**src/rtl/dcr_pkg.sv**
```systemverilog
package dcr_pkg;
    localparam int unsigned ADDR_W = 3;
    localparam int unsigned DATA_W = 8;

    localparam logic [ADDR_W-1:0] OFF_CTRL  = 3'd2;
    localparam logic [ADDR_W-1:0] OFF_SEL   = 3'd3;
    localparam logic [ADDR_W-1:0] OFF_STAT2 = 3'd7;

    typedef enum logic [1:0] {
        PTR_CTRL1 = 2'b00,
        PTR_CONV  = 2'b01,
        PTR_SCAN  = 2'b10,
        PTR_ID    = 2'b11
    } ptr_e;

    localparam int unsigned CONV_EN_BIT   = 0;
    localparam int unsigned CONV_RSVD_BIT = 6;
    localparam logic [DATA_W-1:0] CONV_WMASK = ~(8'h01 << CONV_RSVD_BIT);
endpackage

```
**src/rtl/dcr_ptr_fsm.sv**
```systemverilog
module dcr_ptr_fsm
    import dcr_pkg::*;
#(
    parameter int unsigned RANGE_W = 4
) (
    input  logic               clk,
    input  logic               rst_n,
    input  logic               sel_wr,
    input  logic               ptr_we,
    input  logic [1:0]         ptr_val,
    input  logic [RANGE_W-1:0] range_val,
    output ptr_e               ptr_q,
    output logic [3:0]         sel_oh,
    output logic [RANGE_W-1:0] range_q
);
    ptr_e ptr_d;

    // next-state: "point" on select write with enable bit, else "hold"
    always_comb begin
        ptr_d = ptr_q;
        if (sel_wr && ptr_we) begin
            ptr_d = ptr_e'(ptr_val);
        end
    end

    always_ff @(posedge clk or negedge rst_n) begin
        if (!rst_n) begin
            ptr_q <= PTR_CTRL1;
        end else begin
            ptr_q <= ptr_d;
        end
    end

    always_ff @(posedge clk or negedge rst_n) begin
        if (!rst_n) begin
            range_q <= '0;
        end else if (sel_wr && !ptr_we) begin
            range_q <= range_val;
        end
    end

    // output decode: one-hot target per state
    always_comb begin
        sel_oh = 4'b0000;
        unique case (ptr_q)
            PTR_CTRL1: sel_oh = 4'b0001;
            PTR_CONV:  sel_oh = 4'b0010;
            PTR_SCAN:  sel_oh = 4'b0100;
            PTR_ID:    sel_oh = 4'b1000;
        endcase
    end
endmodule

```
**src/rtl/dcr_ctrl_regs.sv**
```systemverilog
module dcr_ctrl_regs
    import dcr_pkg::*;
#(
    parameter int unsigned CHAN_W = 3,
    parameter int unsigned DOUT_W = 4
) (
    input  logic              clk,
    input  logic              rst_n,
    input  logic              ctrl_wr,
    input  logic [3:0]        sel_oh,
    input  logic [DATA_W-1:0] wdata,
    output logic [DOUT_W-1:0] dout,
    output logic              irq_en,
    output logic [CHAN_W-1:0] mux_chan,
    output logic [DATA_W-1:0] conv_cfg,
    output logic              conv_start,
    output logic              trig_rearm,
    output logic [CHAN_W-1:0] scan_first,
    output logic [CHAN_W-1:0] scan_last,
    output logic              ctrl1_wr
);
    localparam int unsigned SCAN_HI = 2 * CHAN_W - 1;

    logic conv_wr, scan_wr;

    assign ctrl1_wr = ctrl_wr && sel_oh[0];
    assign conv_wr  = ctrl_wr && sel_oh[1];
    assign scan_wr  = ctrl_wr && sel_oh[2];

    always_ff @(posedge clk or negedge rst_n) begin
        if (!rst_n) begin
            dout     <= '0;
            irq_en   <= 1'b0;
            mux_chan <= '0;
        end else if (ctrl1_wr) begin
            {dout, irq_en, mux_chan} <= wdata;
        end
    end

    always_ff @(posedge clk or negedge rst_n) begin
        if (!rst_n) begin
            conv_cfg   <= '0;
            conv_start <= 1'b0;
            trig_rearm <= 1'b0;
        end else begin
            conv_start <= conv_wr && wdata[CONV_EN_BIT];
            trig_rearm <= conv_wr;
            if (conv_wr) begin
                if (conv_cfg[CONV_EN_BIT]) begin
                    conv_cfg[CONV_EN_BIT] <= wdata[CONV_EN_BIT];
                end else begin
                    conv_cfg <= wdata & CONV_WMASK;
                end
            end
        end
    end

    always_ff @(posedge clk or negedge rst_n) begin
        if (!rst_n) begin
            scan_first <= '0;
            scan_last  <= '0;
        end else if (scan_wr) begin
            {scan_last, scan_first} <= wdata[SCAN_HI:0];
        end
    end
endmodule

```
**src/rtl/dcr_irq.sv**
```systemverilog
module dcr_irq (
    input  logic clk,
    input  logic rst_n,
    input  logic irq_event,
    input  logic ctrl1_wr,
    input  logic irq_en,
    output logic irq_flag,
    output logic irq_req
);
    always_ff @(posedge clk or negedge rst_n) begin
        if (!rst_n) begin
            irq_flag <= 1'b0;
        end else if (irq_event) begin
            irq_flag <= 1'b1;
        end else if (ctrl1_wr) begin
            irq_flag <= 1'b0;
        end
    end

    assign irq_req = irq_flag && irq_en;
endmodule

```
**src/rtl/dcr_rd_mux.sv**
```systemverilog
module dcr_rd_mux
    import dcr_pkg::*;
#(
    parameter int unsigned RANGE_W  = 4,
    parameter int unsigned CHAN_W   = 3,
    parameter int unsigned ID_W     = 2,
    parameter logic [ID_W-1:0] BOARD_ID = '0
) (
    input  logic [ADDR_W-1:0]  addr,
    input  ptr_e               ptr_q,
    input  logic [RANGE_W-1:0] range_q,
    input  logic               conv_busy,
    input  logic [2:0]         din,
    input  logic               irq_flag,
    input  logic [CHAN_W-1:0]  cur_chan,
    input  logic [DATA_W-1:0]  conv_cfg,
    output logic [DATA_W-1:0]  rdata
);
    localparam int unsigned ID_PAD = DATA_W - ID_W;
    localparam logic [DATA_W-1:0] ID_BYTE = {{ID_PAD{1'b0}}, BOARD_ID};

    always_comb begin
        rdata = '0;
        case (addr)
            OFF_CTRL:  rdata = {conv_busy, din, irq_flag, cur_chan};
            OFF_SEL:   rdata = {2'b00, ptr_q, range_q};
            OFF_STAT2: rdata = (ptr_q == PTR_ID) ? ID_BYTE : conv_cfg;
            default:   rdata = '0;
        endcase
    end
endmodule

```
**src/rtl/dcr_regbank.sv**
```systemverilog
module dcr_regbank
    import dcr_pkg::*;
#(
    parameter int unsigned ID_W     = 2,
    parameter logic [ID_W-1:0] BOARD_ID = 2'b10
) (
    input  logic       clk,
    input  logic       rst_n,
    input  logic [2:0] bus_addr,
    input  logic       bus_wr,
    input  logic [7:0] bus_wdata,
    output logic [7:0] bus_rdata,
    input  logic       conv_busy,
    input  logic [2:0] din,
    input  logic [2:0] cur_chan,
    input  logic       irq_event,
    output logic [3:0] dout,
    output logic       irq_en,
    output logic [2:0] mux_chan,
    output logic [7:0] conv_cfg,
    output logic       conv_start,
    output logic       trig_rearm,
    output logic [2:0] scan_first,
    output logic [2:0] scan_last,
    output logic [3:0] range_code,
    output logic       irq_req
);
    localparam int unsigned CHAN_W  = 3;
    localparam int unsigned DOUT_W  = 4;
    localparam int unsigned RANGE_W = 4;

    ptr_e       ptr_q;
    logic [3:0] sel_oh;
    logic       sel_wr, ctrl_wr, ctrl1_wr, irq_flag;

    assign sel_wr  = bus_wr && (bus_addr == OFF_SEL);
    assign ctrl_wr = bus_wr && (bus_addr == OFF_CTRL);

    dcr_ptr_fsm #(.RANGE_W(RANGE_W)) u_ptr (
        .clk       (clk),
        .rst_n     (rst_n),
        .sel_wr    (sel_wr),
        .ptr_we    (bus_wdata[7]),
        .ptr_val   (bus_wdata[5:4]),
        .range_val (bus_wdata[RANGE_W-1:0]),
        .ptr_q     (ptr_q),
        .sel_oh    (sel_oh),
        .range_q   (range_code)
    );

    dcr_ctrl_regs #(.CHAN_W(CHAN_W), .DOUT_W(DOUT_W)) u_regs (
        .clk        (clk),
        .rst_n      (rst_n),
        .ctrl_wr    (ctrl_wr),
        .sel_oh     (sel_oh),
        .wdata      (bus_wdata),
        .dout       (dout),
        .irq_en     (irq_en),
        .mux_chan   (mux_chan),
        .conv_cfg   (conv_cfg),
        .conv_start (conv_start),
        .trig_rearm (trig_rearm),
        .scan_first (scan_first),
        .scan_last  (scan_last),
        .ctrl1_wr   (ctrl1_wr)
    );

    dcr_irq u_irq (
        .clk       (clk),
        .rst_n     (rst_n),
        .irq_event (irq_event),
        .ctrl1_wr  (ctrl1_wr),
        .irq_en    (irq_en),
        .irq_flag  (irq_flag),
        .irq_req   (irq_req)
    );

    dcr_rd_mux #(
        .RANGE_W (RANGE_W),
        .CHAN_W  (CHAN_W),
        .ID_W    (ID_W),
        .BOARD_ID(BOARD_ID)
    ) u_rd (
        .addr      (bus_addr),
        .ptr_q     (ptr_q),
        .range_q   (range_code),
        .conv_busy (conv_busy),
        .din       (din),
        .irq_flag  (irq_flag),
        .cur_chan  (cur_chan),
        .conv_cfg  (conv_cfg),
        .rdata     (bus_rdata)
    );
endmodule

```
**config.mk**
```make
export PLATFORM = sky130hd
export DESIGN_NAME = dcr_regbank
export DESIGN_NICKNAME = d
export VERILOG_FILES = /design/src/rtl/dcr_pkg.sv /design/src/rtl/dcr_ptr_fsm.sv /design/src/rtl/dcr_ctrl_regs.sv /design/src/rtl/dcr_irq.sv /design/src/rtl/dcr_rd_mux.sv /design/src/rtl/dcr_regbank.sv
export SDC_FILE = /design/constraint.sdc
export NUM_CORES = 1
export LEC_CHECK = 0
export ABC_AREA = 1
export ABC_CLOCK_PERIOD_IN_PS = 1100
export BUFFER_PORTS_ARGS = -buffer_cell sky130_fd_sc_hd__buf_2
export CAP_MARGIN = 20
export CORE_MARGIN = 5
export CORE_UTILIZATION = 42
export DETAILED_ROUTE_END_ITERATION = 10
export MAX_ROUTING_LAYER = met4
export PLACE_DENSITY = 0.74
export SETUP_SLACK_MARGIN = 0.2
export SLEW_MARGIN = 20
export SYNTH_ARGS = -nofsm -noshare
export SYNTH_HDL_FRONTEND = slang
export SYNTH_SLANG_ARGS = --single-unit
```
**constraint.sdc**
```tcl
create_clock -name clk -period 1.1 [get_ports clk]
set_input_delay 0.055 -clock clk [delete_from_list [all_inputs] [get_ports clk]]
set_output_delay 0.055 -clock clk [all_outputs]
set_load 0.01 [all_outputs]
```
Word-level counts from Yosys, hierarchy flattened. Index checks and enable logic that the tools add are counted.

Output and inout bits: 37. Bits in registers: 30. Word-level logic and storage cells: 37.

Muxes and demuxes: 5. Bitwise gates (word level): 1. Equality and inequality tests: 6. Reduce and logical (&&, ||, !) cells: 13.

Operators by type and width (count): case mux 8 bit (3 select lines) (1); case mux 3 bit (4 select lines) (1); logical AND 1 bit (9); two-way mux 8 bit (1); equality test 3 x 2 -> 1 bit, second input constant (2); equality test 2 bit, second input constant (2); equality test 3 bit, second input constant (1); equality test 2 x 1 -> 1 bit, second input constant (1); logical NOT 2 bit (1); two-way mux 1 bit (2); AND reduction 2 bit (1); nonzero test 2 bit (1); logical NOT 1 bit (1); NOT 1 bit (1).

Logic depth before layout (Yosys ltp). Gate-level depths: netlist of run 1.

Word-level depth: 5. Gate-level depth with buffers: 6.

Cells and area by module. A second synthesis of run 1 with hierarchy kept.

Cell total of the unflattened synthesis: 197. Area, all modules: 1605.3 µm².

Modules (own cells, without submodules): dcr_ctrl_regs (cells an instance 93, seq. area each 575.6 µm², area each 962.2 µm², times used 1); dcr_rd_mux (cells an instance 55, seq. area each 0.0 µm², area each 284.0 µm², times used 1); dcr_ptr_fsm (cells an instance 35, seq. area each 150.1 µm², area each 280.3 µm², times used 1); dcr_irq (cells an instance 7, seq. area each 25.0 µm², area each 47.5 µm², times used 1); dcr_regbank (cells an instance 7, seq. area each 0.0 µm², area each 31.3 µm², times used 1).

Worst setup path before layout of run 1. No wires, ideal clock.

Path kind: reg2reg. From: register u_ptr.ptr_q[1]. To: register u_regs.scan_first[0]. Arrival: 991 ps. Setup slack: -8 ps. Path buffers: 0. Stages on the path, launching flop included: 6. Clock period less this slack: 1108 ps. Required time: 983 ps. Cell sequence: dfrtp_1 -> inv_1 -> nor2_1 -> nand2_1 -> nand2_1 -> nand2_1.

Cells in the longest elaborated chain, start to end: 3.

Ends and longest elaborated chain: from (decl) (RTL line dcr_ptr_fsm.sv:12) `output ptr_e ptr_q,`; from (signal assigned) (RTL line dcr_ptr_fsm.sv:30) `ptr_q <= ptr_d;`; equality test 2 bit (tied with other cells) (RTL line dcr_ptr_fsm.sv:45) `unique case (ptr_q)`; case mux 3 bit (4 select lines) (*) (RTL line dcr_ptr_fsm.sv:45); logical AND 1 bit (*) (RTL line dcr_ctrl_regs.sv:28) `assign scan_wr = ctrl_wr && sel_oh[2];`; to (signal assigned) (RTL line dcr_ctrl_regs.sv:63) `{scan_last, scan_first} <= wdata[SCAN_HI:0];`; to (decl) (RTL line dcr_ctrl_regs.sv:18) `output logic [CHAN_W-1:0] scan_first,`.

Every way passes the cells marked *; elsewhere a longest branch is shown, timed or not. A chain may end at the register's enable or synchronous reset.

Worst setup path after layout of run 1.
From: register u_ptr.ptr_q[1]. To: output bus_rdata[3].

Cells in the longest elaborated chain, start to end: 3.

Ends and longest elaborated chain: equality test 2 bit (RTL line dcr_rd_mux.sv:27) `OFF_STAT2: rdata = (ptr_q == PTR_ID) ? ID_BYTE : conv_cfg;`; two-way mux 8 bit (RTL line dcr_rd_mux.sv:27); case mux 8 bit (3 select lines) (RTL line dcr_rd_mux.sv:24) `case (addr)`; to (decl) (RTL line dcr_regbank.sv:12) `output logic [7:0] bus_rdata,`.

No other way between the ends.

==> reports/metrics.csv, run 1 <==
metric,value,unit
1st-iter DRT viols,81,
# fillers,252,
outcome,"finished, violations left",
worst hold slack,0.01152,ns
CP cell instances,"nand2_2, inv_2, nor2_4, nand2_1, o211ai_1, buf_2",
clk_lat worst skew,0.33,ns
Mapped Nets,190,
max incr delay on CP,0.42,ns
first-pass GRT wire length,6.527,mm
Synth Area in Adders,0,%
RSZ-0062 raised after global routing,yes,
complex-gate fraction of the synthesized area,6.329,%
register area,753.2,µm²
Final WS setup,-0.3602,ns
CTS Sinks,30,
RR Startpoint,u_ptr.ptr_q[0],
Num CTS Buffers,5,
ANT cells,0,
r2r endpoint,u_regs.mux_chan[2],
Max IR drop VDD,1372,µV
post-detail-place hpwl,2.820,mm
I/O pin count,59,
clk root buf,clkbuf_4,
Clock Skew,0.01163,ns
pin count of the biggest net entering global routing,31,
failing checks,setup timing,
maxcap violations,0,
"Seq/Total Area, Yosys",54.25,%
Worst Setup Start Kind,flop,
Post-Synth XOR/XNOR Area,0,%
Avg Inst Size Synth,8.237,µm²
vias in the first global route,1414,
TritonCTS clock tree,yes,
Synth cell types,18,
Final nets,286,
netlist area before placement,1384,µm²
post-synthesis mux area share,0,%
DRT Pass-1 Iters,4,
die area,4543,µm²
fin crit period,1.460,ns
grt ovf,0,
Die Span Y,67.40,µm
initial core utilization,44.60,%
antenna violations before repair,0,
GR Util All Layers,20.11,%
Clock Path Buffers,2,
Final Wtd Congestion,0.8089,
# setup viols final,28,
Worst setup startpoint,u_ptr.ptr_q[1],
Worst path slowest cell,dfrtp_2,
largest family of logic cells by synthesized area,simple AND/OR/NAND/NOR gates,
"CTS clk-pin slew, worst paths",0.09,ns
"Slew Viols, Final",0,
critical path class,flop to output pin,
"Req. time, crit path",1.04,ns
core area,3103,µm²
vias post-DR,1470,
DR vias/cell,4.757,
Worst R2R Path Depth,6,
"Max FO, Critical Path",6,
Post-Synth Simple-Gate Area,33.18,%
die width,67.40,µm
pre-CTS setup slack,-0.06903,ns
CTS H-tree lvls,2,
drt drc,0,
Area Overhead vs Synth,61.12,%
final WL,4.260,mm
DR WL/cell,13.79,µm
Fin. Hold Viols,0,
Post-Syn Instances,168,
"antenna viol nets, final",0,
power per cell area,1909,nW/µm²
Yosys warning total,0,
r2r setup slk,-0.19,ns
critical path arrival,1.41,ns
worst setup path endpoint,bus_rdata[3],
count of state elements after synthesis,30,
Pleak,1.269,nW
TNS Setup,-4.692,ns
f_max,684.8,MHz
part of the cycle the worst path needs,132.7,%
Min-Delay Path Class,primary input to flop,
FP Rows,20,
I/O Buffers,57,
fraction of layout cells with a size suffix above 1,44.91,%
area of the multi-input gates,630.6,µm²
Crit. End Element,output pin,
## report_power, final
| group | switching, mW | internal, mW |
|---|---|---|
| clock network | 0.393 | 0.770 |
| logic | 0.790 | 0.738 |
| registers | 0.187 | 1.38 |
## sequential cells by signal, indices dropped and copies added, names as in the netlist
register           count
u_irq.irq_flag         1
u_regs.dout            4
u_regs.scan_last       3
u_regs.conv_cfg        7
u_regs.irq_en          1
u_regs.mux_chan        3
u_regs.scan_first      3
u_regs.conv_start      1
u_regs.trig_rearm      1
u_ptr.ptr_q            2
u_ptr.range_q          4
## worst min path at each step
stage | from | end | slack, ns | cells past startpoint
after floorplan | rst_n | u_irq.irq_flag | -0.24 | 0
after global placement | rst_n | u_regs.conv_start | 0.02 | 2
after detailed placement | rst_n | u_regs.conv_start | 0.02 | 2
after CTS | bus_wdata[4] | u_ptr.ptr_q[0] | 0.002 | 3
after global routing | bus_wdata[5] | u_regs.dout[1] | 0.0009 | 3
final | bus_wdata[4] | u_ptr.ptr_q[0] | 0.01 | 3
## cells by family after synthesis
family | Yosys count
AOI/OAI and AO/OA | 14
buffers and inverters | 20
DFF | 30
other | 1
and+or+nand+nor | 103
## timing repair
item,in CTS,in global routing
endpoints found under the hold margin,39,0
pin swaps,18,11
endpoints found under the setup margin,58,61
hold buffers,6,0
setup buffers,9,5
resized for setup,14,14
gates cloned,2,0
## cells in the mapped netlist, drive strengths merged
library cell	instances	area, µm²
nand2	69	261.5
nand3	23	120.1
inv	18	67.56
o21bai	1	7.510
nor2	8	50.04
nand4	1	6.260
buf	2	15.01
o211ai	6	45.04
dfrtp	30	750.7
nor3	2	21.27
o21ai	7	35.03
conb	1	3.750
## cell type report
cell class	instances	area share [%]
Clock buffer	6	2.301
Clock inverter	2	2.694
Inverter	18	3.255
Multi-Input combinational cell	120	28.28
Sequential cell	30	33.78
Tap cell	44	2.469
Timing Repair Buffer	89	27.22
## cells in the final DEF, fill, tap and decap left out, types with 2 or more instances in the layout
cell type	count
nand2_1	60
dfrtp_1	28
nand2_4	3
inv_2	4
buf_2	52
o211ai_1	6
inv_4	2
dfrtp_2	2
dlygate4sd3_1	6
bufinv_16	2
o21ai_0	6
inv_1	12
buf_6	11
buf_4	19
nand2_2	7
clkbuf_4	5
nor2_4	7
nand3_1	22
## critical path, delay by kind of cell, from the launching register on
| kind | cells | cell delay [ns] |
|---|---|---|
| buffers and inverters | 2 | 0.22 |
| AOI/OAI and AO/OA | 1 | 0.11 |
| DFF | 1 | 0.42 |
| and+or+nand+nor | 3 | 0.33 |
## stage by stage
step                cells  power, mW  util [%]  instance area [µm²]
floorplan             168      2.111         -                 1415
global placement      279      2.680     59.40                 1843
detailed placement    279      2.704     59.40                 1843
CTS                   304      4.124     69.19                 2147
global route          309      4.525     71.85                 2230
finish                309      4.257     71.85                 2230
## metal layers
metal / GRT usage [%] / vias up / share of wire, % / wire (µm)
met5: - / - / 0 / 0
met4: 5.823 / 0 / 1.4 / 61
met3: 7.155 / 9 / 7.1 / 302
met2: 31.78 / 67 / 47 / 2022
met1: 24.24 / 658 / 44 / 1874
li1: - / 736 / - / -
(Power assumes the default switching activity.)
==> run 2, diff against run 1 <==
ABC_CLOCK_PERIOD_IN_PS = 1560   (was 1100)
CORE_MARGIN = 2   (was 5)
CORE_UTILIZATION = 47   (was 42)
CTS_BUF_LIST = sky130_fd_sc_hd__clkbuf_4 sky130_fd_sc_hd__clkbuf_8 sky130_fd_sc_hd__clkbuf_16   (was default)
PLACE_DENSITY = 0.78   (was 0.74)
clock period = 1.56 ns   (was 1.1 ns; I/O delays follow)
==> run 2 against run 1 <==
  * The flow now finishes without violations
  * Sequential share of layout area increased by 6.0 points
  * Register-to-register slack improved by 0.45 ns
  * First-iteration DRC count decreased by 30%
  * Via count decreased by 5.2%
  * Design area decreased by 15%
  * Total power decreased by 41%
  * Clock power decreased by 45%
  * Worst setup slack improved by 0.53 ns
  * Die area decreased by 25%
  * Sequential power decreased by 31%
  * Critical path depth unchanged
  * Sequential cell count unchanged
  * Highest routed layer unchanged
==> reports/metrics.csv, run 2 (synthesis gave the netlist of run 1 again) <==
metric,value,unit
first-pass GRT wire length,6.051,mm
biggest regs,"u_regs.conv_cfg: 7 flops, u_ptr.range_q: 4 flops, u_regs.dout: 4 flops",
"Max FO, Critical Path",6,
die area,3394,µm²
DP Cell Count,258,
pin count of the biggest net entering global routing,31,
"Req. time, crit path",1.48,ns
register area,750.7,µm²
post-detail-place hpwl,2.597,mm
# setup viols final,0,
Worst path top cell family by delay,flip-flops,
Biggest register,u_regs.conv_cfg,
fin crit period,1.391,ns
power per cell area,1336,nW/µm²
Final Wtd Congestion,0.8498,
antenna violations before repair,0,
Min-Delay Path Class,primary input to flop,
grt met1 use,31.73,%
Clock Skew,0.01008,ns
maxcap violations,0,
grt ovf,0,
max incr delay on CP,0.40,ns
initial core utilization,49.75,%
DRT Pass-1 Iters,4,
"Slew Viols, Final",0,
Bufs and invs on worst path,2,
outcome,"finished, final reports clean",
die width,58.26,µm
CTS Sinks,30,
CTS H-tree lvls,2,
1st-iter DRT viols,57,
FP Rows,19,
critical path arrival,1.31,ns
Max IR drop VDD,1126,µV
final WL,3.627,mm
met2 GRT Util,38.68,%
Final nets,263,
"commonest non-fill, non-tap cell in the layout",nand2_1,
drt drc,0,
vias in the first global route,1313,
CP cell instances,"nand2_1, inv_2, nor2_4, nand2_1, o211ai_1, buf_2",
Clock Path Buffers,2,
area of the multi-input gates,565.5,µm²
Area Overhead vs Synth,36.26,%
DR vias/cell,5.125,
TritonCTS clock tree,yes,
Pleak,1.102,nW
Least-Margin Pin Slew,0.6510,ns
RSZ-0062 raised after global routing,yes,
"CTS clk-pin slew, worst paths",0.09,ns
I/O pin count,59,
Crit. End Element,output pin,
Worst Setup Start Kind,flop,
I/O Buffers,57,
Non-Filler Instances,272,
"antenna viol nets, final",0,
Num CTS Buffers,5,
Final Util,67.79,%
clk root buf,clkbuf_4,
"commonest non-fill, non-tap cells in the layout","nand2_1 (68), buf_2 (57), dfrtp_1 (30)",
# fillers,244,
met3 usage,7.366,%
Largest register FFs,7,
Worst path slowest cell,dfrtp_1,
Slew HR,56.60,%
core area,2781,µm²
part of the cycle the worst path needs,89.19,%
clk_lat worst skew,0.33,ns
critical path class,flop to output pin,
vias post-DR,1394,
GR Util All Layers,25.06,%
GRT busiest layer,met2,
TNS Setup,0,ns
"Top cell by count, worst path",nand2_1,
f_max,718.7,MHz
ANT cells,0,
fraction of layout cells with a size suffix above 1,34.02,%
Fin. Hold Viols,0,
Die Span Y,58.26,µm
DR WL/cell,13.33,µm
[run 2: changes by cell type in the layout (fill, tap and decap cells not counted), sizes merged]
cell,delta
dlygate4sd3,-2
nand2,-1
buf,-19
bufinv,-1
nor2,-1
[run 2: final timing paths]
check	startpoint	end	slack (ns)	cells after the start
min in group asynchronous	rst_n	u_regs.dout[0]	0.31	2
min reg2reg	u_regs.scan_first[1]	u_regs.scan_first[1]	0.48	2
max reg2reg	u_ptr.ptr_q[1]	u_regs.conv_cfg[5]	0.26	6
max	u_ptr.ptr_q[1]	bus_rdata[3]	0.17	6
min	bus_wdata[5]	u_ptr.ptr_q[1]	0.02	3
max in group asynchronous	rst_n	u_ptr.ptr_q[0]	0.83	2
[run 2: layout make-up]
class	instances	area share, %
multi-input cells	118	29.99
repair buffers	68	20.24
clock inverters	1	1.593
inverters	18	3.583
clock buffers	6	2.721
well taps	31	2.057
flip-flops and latches	30	39.81
[run 2: report_power, final]
| part | total [mW] | internal, mW | switching [mW] |
|---|---|---|---|
| clock | 0.638 | 0.373 | 0.265 |
| sequential | 1.09 | 0.970 | 0.120 |
| combinational | 0.789 | 0.324 | 0.465 |
| total | 2.52 | 1.67 | 0.851 |
[run 2: layer usage]
metal	wire (µm)	up-vias
met1	1599	638
met2	1743	66
met5	0	-
met3	250	6
li1	-	684
met4	34	0
[run 2: stage by stage]
stage	instance area [µm²]	setup slack [ns]	power (mW)	hold WS, ns
2_1_floorplan	1384	0.4523	1.454	-0.2176
3_3_place_gp	1723	0.2602	1.811	0.1400
3_5_place_dp	1723	0.2340	1.833	0.1422
4_1_cts	1867	0.1526	2.506	0.002615
5_1_grt	1886	0.03535	2.692	0.006877
6_report	1886	0.1687	2.518	0.01831
[run 2: worst min-delay path, cell delays in order]
cell and delay, ns:
buf_2 0.12, nand2_1 0.06, o21ai_0 0.06
[run 2: timing repair]
item | CTS | global route
pin swaps | 3 | 4
setup buffers | 2 | 1
resized for setup | 3 | 3
hold endpoints to repair | 33 | 0
setup endpoints to repair | 7 | 9
hold buffers | 4 | 0
